### src/rtl/uart_int_pkg.sv
package uart_int_pkg;

  // Masked, live interrupt causes handed from control to the datapath.
  typedef struct packed {
    logic lineAct;
    logic rxAct;
    logic toAct;
    logic txAct;
    logic modemAct;
    logic fifoMode;
  } srcVecT;

  localparam logic [3:0] ID_NONE  = 4'b0001;
  localparam logic [3:0] ID_LINE  = 4'b0110;
  localparam logic [3:0] ID_RX    = 4'b0100;
  localparam logic [3:0] ID_TO    = 4'b1100;
  localparam logic [3:0] ID_TX    = 4'b0010;
  localparam logic [3:0] ID_MODEM = 4'b0000;

endpackage

### src/rtl/uart_int_sticky.sv
module uart_int_sticky #(
  parameter int W = 4
) (
  input  logic         clk,
  input  logic         rstN,
  input  logic [W-1:0] setVec,
  input  logic         clr,
  output logic         pend
);

  logic anySet;
  assign anySet = |setVec;

  always_ff @(posedge clk or negedge rstN) begin
    if (!rstN)       pend <= 1'b0;
    else if (anySet) pend <= 1'b1;
    else if (clr)    pend <= 1'b0;
  end


  set_wins_chk: assert property (@(posedge clk) disable iff (!rstN)
    anySet |=> pend);

endmodule

### src/rtl/uart_int_ctrl.sv
module uart_int_ctrl
  import uart_int_pkg::*;
#(
  parameter int CNT_W    = 5,
  parameter int TO_CHARS = 4
) (
  input  logic             clk,
  input  logic             rstN,
  input  logic [3:0]       lineErr,
  input  logic             rxReady,
  input  logic [CNT_W-1:0] rxCount,
  input  logic             rxPush,
  input  logic             rbrRead,
  input  logic             charTick,
  input  logic             txEmpty,
  input  logic             thrWrite,
  input  logic [3:0]       modemDelta,
  input  logic [3:0]       intEn,
  input  logic             fifoEn,
  input  logic             idRead,
  input  logic             lsrRead,
  input  logic             msrRead,
  input  logic             txReported,
  output srcVecT           srcVec,
  output logic             irq
);

  localparam int TO_W = $clog2(TO_CHARS + 1);
  localparam logic [TO_W-1:0] TO_LIM = TO_W'(TO_CHARS);

  logic linePend, modemPend, txPend;
  logic txEmptyQ, txEnQ;
  logic txSet, txClr;
  logic [TO_W-1:0] toCnt;
  logic toRestart;

  uart_int_sticky #(.W(4)) lineFlag_i (
    .clk(clk), .rstN(rstN), .setVec(lineErr), .clr(lsrRead), .pend(linePend)
  );

  uart_int_sticky #(.W(4)) modemFlag_i (
    .clk(clk), .rstN(rstN), .setVec(modemDelta), .clr(msrRead), .pend(modemPend)
  );

  // Transmit-empty: edge of the level, or enable rising while empty.
  assign txSet = txEmpty & (~txEmptyQ | (intEn[1] & ~txEnQ));
  assign txClr = thrWrite | (idRead & txReported);

  always_ff @(posedge clk or negedge rstN) begin
    if (!rstN) begin
      txPend   <= 1'b0;
      txEmptyQ <= 1'b0;
      txEnQ    <= 1'b0;
    end else begin
      txEmptyQ <= txEmpty;
      txEnQ    <= intEn[1];
      if (txSet)      txPend <= 1'b1;
      else if (txClr) txPend <= 1'b0;
    end
  end

  // Character timeout counter.
  assign toRestart = rbrRead | rxPush | (rxCount == '0);

  always_ff @(posedge clk or negedge rstN) begin
    if (!rstN)                           toCnt <= '0;
    else if (toRestart)                  toCnt <= '0;
    else if (charTick && toCnt < TO_LIM) toCnt <= toCnt + 1'b1;
  end

  always_comb begin
    srcVec.lineAct  = linePend & intEn[2];
    srcVec.rxAct    = rxReady & intEn[0];
    srcVec.toAct    = fifoEn & intEn[0] & (toCnt == TO_LIM);
    srcVec.txAct    = txPend & intEn[1];
    srcVec.modemAct = modemPend & intEn[3];
    srcVec.fifoMode = fifoEn;
  end

  assign irq = srcVec.lineAct | srcVec.rxAct | srcVec.toAct |
               srcVec.txAct | srcVec.modemAct;


  line_clear_chk: assert property (@(posedge clk) disable iff (!rstN)
    (lsrRead && lineErr == 4'b0) |=> !linePend);


  modem_clear_chk: assert property (@(posedge clk) disable iff (!rstN)
    (msrRead && modemDelta == 4'b0) |=> !modemPend);


  tx_write_clear_chk: assert property (@(posedge clk) disable iff (!rstN)
    (thrWrite && !txSet) |=> !txPend);


  tx_read_clear_chk: assert property (@(posedge clk) disable iff (!rstN)
    (idRead && txReported && !txSet) |=> !txPend);


  to_sat_chk: assert property (@(posedge clk) disable iff (!rstN)
    toCnt <= TO_LIM);


  to_restart_chk: assert property (@(posedge clk) disable iff (!rstN)
    toRestart |=> toCnt == '0);

endmodule

### src/rtl/uart_int_dp.sv
module uart_int_dp
  import uart_int_pkg::*;
(
  input  logic       clk,
  input  logic       rstN,
  input  srcVecT     srcVec,
  output logic [7:0] idByte,
  output logic       txReported
);

  logic [3:0] code;

  always_comb begin
    if (srcVec.lineAct)       code = ID_LINE;
    else if (srcVec.rxAct)    code = ID_RX;
    else if (srcVec.toAct)    code = ID_TO;
    else if (srcVec.txAct)    code = ID_TX;
    else if (srcVec.modemAct) code = ID_MODEM;
    else                      code = ID_NONE;
  end

  always_ff @(posedge clk or negedge rstN) begin
    if (!rstN) idByte <= {4'b0000, ID_NONE};
    else       idByte <= {{2{srcVec.fifoMode}}, 2'b00, code};
  end

  assign txReported = (idByte[3:0] == ID_TX);


  line_top_chk: assert property (@(posedge clk) disable iff (!rstN)
    srcVec.lineAct |=> idByte[3:0] == ID_LINE);


  to_suppress_chk: assert property (@(posedge clk) disable iff (!rstN)
    !srcVec.fifoMode |=> !idByte[3]);


  hi_bits_chk: assert property (@(posedge clk) disable iff (!rstN)
    srcVec.fifoMode |=> idByte[7:6] == 2'b11);

endmodule

### src/rtl/uart_int_ident.sv
module uart_int_ident
  import uart_int_pkg::*;
#(
  parameter int CNT_W    = 5,
  parameter int TO_CHARS = 4
) (
  input  logic             clk,
  input  logic             rstN,
  input  logic [3:0]       lineErr,
  input  logic             rxReady,
  input  logic [CNT_W-1:0] rxCount,
  input  logic             rxPush,
  input  logic             rbrRead,
  input  logic             charTick,
  input  logic             txEmpty,
  input  logic             thrWrite,
  input  logic [3:0]       modemDelta,
  input  logic [3:0]       intEn,
  input  logic             fifoEn,
  input  logic             idRead,
  input  logic             lsrRead,
  input  logic             msrRead,
  output logic [7:0]       idByte,
  output logic             irq
);

  srcVecT srcVec;
  logic   txReported;

  uart_int_ctrl #(.CNT_W(CNT_W), .TO_CHARS(TO_CHARS)) ctrl_i (
    .clk(clk), .rstN(rstN), .lineErr(lineErr), .rxReady(rxReady),
    .rxCount(rxCount), .rxPush(rxPush), .rbrRead(rbrRead),
    .charTick(charTick), .txEmpty(txEmpty), .thrWrite(thrWrite),
    .modemDelta(modemDelta), .intEn(intEn), .fifoEn(fifoEn),
    .idRead(idRead), .lsrRead(lsrRead), .msrRead(msrRead),
    .txReported(txReported), .srcVec(srcVec), .irq(irq)
  );

  uart_int_dp dp_i (
    .clk(clk), .rstN(rstN), .srcVec(srcVec),
    .idByte(idByte), .txReported(txReported)
  );


  irq_idle_chk: assert property (@(posedge clk) disable iff (!rstN)
    !irq |=> idByte[0]);

endmodule

### config.mk
export PLATFORM = sky130hd
export DESIGN_NAME = uart_int_ident
export DESIGN_NICKNAME = d
export VERILOG_FILES = /design/src/rtl/uart_int_pkg.sv /design/src/rtl/uart_int_sticky.sv /design/src/rtl/uart_int_ctrl.sv /design/src/rtl/uart_int_dp.sv /design/src/rtl/uart_int_ident.sv
export SDC_FILE = /design/constraint.sdc
export NUM_CORES = 1
export LEC_CHECK = 0
export ABC_CLOCK_PERIOD_IN_PS = 1600
export BUFFER_PORTS_ARGS = -buffer_cell sky130_fd_sc_hd__buf_2
export CAP_MARGIN = 20
export CORE_AREA = 8 8 51 53
export CTS_CLUSTER_SIZE = 12
export DETAILED_ROUTE_END_ITERATION = 10
export DIE_AREA = 0 0 59 61
export GPL_ROUTABILITY_DRIVEN = 0
export GPL_TIMING_DRIVEN = 1
export PLACE_DENSITY = 0.75
export RECOVER_POWER = 50
export SYNTH_ARGS = -nofsm -noshare
export SYNTH_HDL_FRONTEND = slang
export SYNTH_HIERARCHICAL = 1
export SYNTH_SLANG_ARGS = --single-unit
### constraint.sdc
create_clock -name clk -period 1.6 [get_ports clk]
set_clock_uncertainty 0.1 [all_clocks]
set_input_delay 0.32 -clock clk [delete_from_list [all_inputs] [get_ports clk]]
set_output_delay 0.32 -clock clk [all_outputs]
set_load 0.1 [all_outputs]
-- Yosys cells after proc, flatten, opt, wreduce, memory -nomap -nowiden
Index checks and enable logic that the tools add are counted.
- flip-flop bits (word level): 13
- output and inout port bits: 9
- reductions and logical operators: 8
- $lt $le $gt $ge: 1
- $add $sub $neg: 1
- mux-type cells: 13
- bitwise gates (word level): 19
- eq/ne operators: 2
- operators with widths (operator ; number):
    2-to-1 mux 4 bit ; 4
    AND 1 bit ; 9
    bitwise OR 1 bit ; 8
    nonzero test 2 bit ; 4
    OR reduction 4 bit ; 2
    2-to-1 mux 1 bit ; 7
    2-to-1 mux 3 bit ; 2
    zero test 5 bit ; 1
    equality test 4 x 2 -> 1 bit, second input constant ; 1
    adder 3 x 1 -> 3 bit, second input constant ; 1
    equality test 3 bit, second input constant ; 1
    < comparator 3 bit, second input constant ; 1
    NOT 1 bit ; 2
    logical AND 1 bit ; 1

-- Logic depth before layout (Yosys ltp)
- word-level depth: 6
- mapped depth: 5
- mapped depth without buffers: 5

-- Cells and area by module
Netlist, hierarchy kept.
- modules (own cells, without submodules) (module ; times used ; seq. area each (sq um) ; area an instance (sq um) ; cells each):
    uart_int_ctrl ; 1 ; 150.1 ; 327.8 ; 33
    uart_int_dp ; 1 ; 126.4 ; 201.4 ; 15
    uart_int_sticky ; 2 ; 25.0 ; 40.0 ; 4

-- Worst setup path after synthesis
No wires, ideal clock.
- path kind: reg-to-output
- start: register ctrl_i.toCnt[0]
- end: output port irq
- slack: -526 ps
- data required time: 1180 ps
- cell stages (with the launch flop): 5
- arrival time: 1706 ps
- cell sequence: dfrtp_1 -> inv_1 -> ha_1 -> and4_1 -> or4_1
- RTL lines (item ; line ; source):
    start: declaration ; uart_int_ctrl.sv:34 ; logic [TO_W-1:0] toCnt;
    start signal: assignment ; uart_int_ctrl.sv:68 ; else if (charTick && toCnt < TO_LIM) toCnt <= toCnt + 1'b1;
    end: declaration ; uart_int_ident.sv:24 ; output logic irq

==> metrics.yaml <==
status: "finished with violations"
violations: "setup timing"
power_frac_seq: 0.467
r2r_cells: 6
cts.htree.levels: 1
hold_path_depth: 1
yosys.area.top_type_share: 0.4928
place_hpwl_microns: 1267
grt_pass1_wl_microns: 2332
grt_start_max_net_pins: 14
ys_top_cells_by_count: "dfrtp_1, inv_1, nor2_1"
finalSetupViolCount: 1
cts.reportedPaths.clkPinSlew_ns: 0.08
finalWorstSetupSlack_ns: -0.4912
dieArea_sq_mm: 0.003599
drtIter0Drc: 13
clkLatencyLatePin_ns: 0.27
ios: 38
pwr-share-clk: 0.260
cp-end-kind: "output port"
synth_edf_count: 0
ys_seq_area_frac: 0.5359
die_y_microns: 61
synthSimpleGateAreaFrac: 0.2238
nFillCells: 182
synthXorXnorAreaFrac: 0.01437
cts_tree: "built"
post_synth_num_cell_types: 27
rows: 16
yosys_warnings: 6
num_antenna_cells: 0
initial_core_util: 0.3308
async_reset_ff_frac: 1.000
netSwitchingPower_uw: 240.3
yosysTopAreaCell: "dfrtp_1"
syn_to_final_growth_pct: 52.57
portBuffers: 35
drc: 0
core_sq_mm: 0.001842
avgSynthCellArea_sq_um: 10.88
synth_top_family_by_area: "simple AND/OR/NAND/NOR gates"
design_area_sq_um: 929.6
startpoint_type: "register"
ctsRootBufferMaster: "clkbuf_4"
antenna_found_initial: 0
grt_pass1_vias: 614
synthMuxAreaShare: 0.01643
drv_slew: 0
holdCritStartpoint: "txEmpty"
grt.overflow.total: 0
relSlewSlack: 0.5360
yosys.area_share.adder: 0.04107
min_to: "ctrl_i/txEmptyQ"
track_usage: 0.08599
nets: 133
timing.rr.start: "ctrl_i/toCnt[1]"
clock_path_buffers: 2
synth.most_common_cell: "dfrtp_1"
wl_microns: 1485
p_int_uw: 513.5
synth_area_sq_um: 609.3
r2r_end: "dp_i/idByte[0]"
via_count: 543
worstPathRequired_ns: 1.18
synth_compound_area_frac: 0.07598
ys_ff_latch: 13
crit_fanout: 2
grt_setup_unrepaired: "yes"
cts.sinks: 13
r2r_slack_ns: 0.08
place_area_sq_um: 878.3
ant_nets: 0
syn_inst: 56
avgViaCountPerCell: 4.242
die_x_microns: 59
clock.fmax_mhz: 478.2
fin_crit_ns: 2.091
p_leak_uw: 0.0004720
fin_crit_sh: 1.307
p_per_area_mw_per_mm2: 810.9
tightest_slew_ns: 0.6960
cts_buffers: 3
combPwrFrac: 0.274
layout-drive-gt1-share: 0.5545
hold_viol_final: 0
synth_ff_type: "dfrtp_1"
whs_ns: 0.07494
swShare: 0.3187
min_path_type: "input port to register"
crit_arrival_ns: 1.67
worstSetupPathType: "register to output port"
maxCapViolCount: 0
firstDrtPassIters: 2
post_drt_wl_per_cell_microns: 11.60
peakVddDrop_v: 0.0003279
synth_top_cells_by_area: "dfrtp_1, buf_4, dfstp_2"
==> worst max-delay path, cell delays in order (launching register included) <==
cell and delay (ns):
dfrtp_1 0.38, and2_4 0.14, or2_0 0.21, or4_4 0.49, buf_12 0.18
==> cell type report <==
| class | count | area [sq um] | area share |
|---|---|---|---|
| repair buffers | 44 | 272.8 | 0.2934 |
| flip-flops and latches | 13 | 331.6 | 0.3567 |
| multi-input cells | 34 | 242.7 | 0.2611 |
| clock buffers | 4 | 26.28 | 0.02826 |
| inverters | 6 | 22.52 | 0.02423 |
| well taps | 27 | 33.78 | 0.03634 |
==> power groups by stage <==
| stage | Clock (uW) | Combinational (uW) | Sequential [uW] |
|---|---|---|---|
| finish | 196 | 206 | 352 |
| CTS | 209 | 209 | 352 |
| detailed placement | 0 | 201 | 359 |
| global placement | 0 | 197 | 358 |
| global route | 227 | 220 | 354 |
| floorplan | 0 | 86.6 | 407 |
==> state kept, by name, summed over array words and instances (netlist names) <==
name and cells:
dp_i/idByte 5, ctrl_i/txEnQ 1, ctrl_i/txEmptyQ 1, ctrl_i/toCnt 3
ctrl_i/modemFlag_i/pend 1, ctrl_i/txPend 1, ctrl_i/lineFlag_i/pend 1
==> cell usage in the layout, fill, tap and decap left out, types with 2 or more instances in the layout <==
cell	n
dfrtp_1	8
dfrtp_2	4
conb_1	2
and2_1	2
and2_4	2
clkbuf_1	3
inv_1	6
nor4_1	2
buf_12	2
nor2_1	5
buf_4	8
o21ai_0	2
buf_2	31
clkbuf_4	3
==> per-stage QoR <==
stage	setup slack, ns	utilization	total power (uW)	instances	setup TNS, ns
6_report	-0.4912	0.5048	753.8	128	-0.4912
5_1_grt	-0.5590	0.5048	800.0	128	-0.5725
4_1_cts	-0.4953	0.5061	769.8	128	-0.4953
3_5_place_dp	-0.3649	0.4769	559.8	123	-0.3649
3_3_place_gp	-0.3616	0.4769	554.9	123	-0.3616
2_1_floorplan	-0.1741	-	493.8	57	-0.1741
==> layer usage <==
layer  vias to the layer above  part of all wire  GRT usage
met5                         -                 0          0
met2                        28              0.47     0.1480
met3                         0             0.096    0.04449
met1                       241              0.43    0.08415
li1                        274                 -          -
met4                         0                 0    0.04096
==> kinds of logic (layout without fill, tap and decap cells) <==
family	after synthesis	count (layout)
and+or+nand+nor	21	21
buffers and inverters	10	54
DFF	13	13
xor gates and xnor gates	1	1
muxes	1	1
AOI/OAI and AO/OA	7	7
adders and majority gates	2	2
other	1	2
==> repair_timing <==
| item | 4_1_cts | 5_1_grt |
|---|---|---|
| resized for setup | 5 | 0 |
| endpoints found under the setup margin | 1 | 2 |
| hold buffers | 1 | 0 |
| pin swaps | 1 | 2 |
| setup buffers | 0 | 0 |
| hold endpoints to repair | 12 | 0 |
==> how the worst max path moves through the flow <==
stage	from	endpoint	slack, ns	cells past startpoint
after floorplan	ctrl_i/txPend	irq	-0.17	3
after global placement	intEn[3]	irq	-0.36	5
after detailed placement	intEn[3]	irq	-0.36	5
after CTS	ctrl_i/toCnt[0]	irq	-0.50	5
after global routing	ctrl_i/modemFlag_i/pend	irq	-0.56	4
final	ctrl_i/modemFlag_i/pend	irq	-0.49	4
No activity file was read; power rests on OpenSTA's default activity.
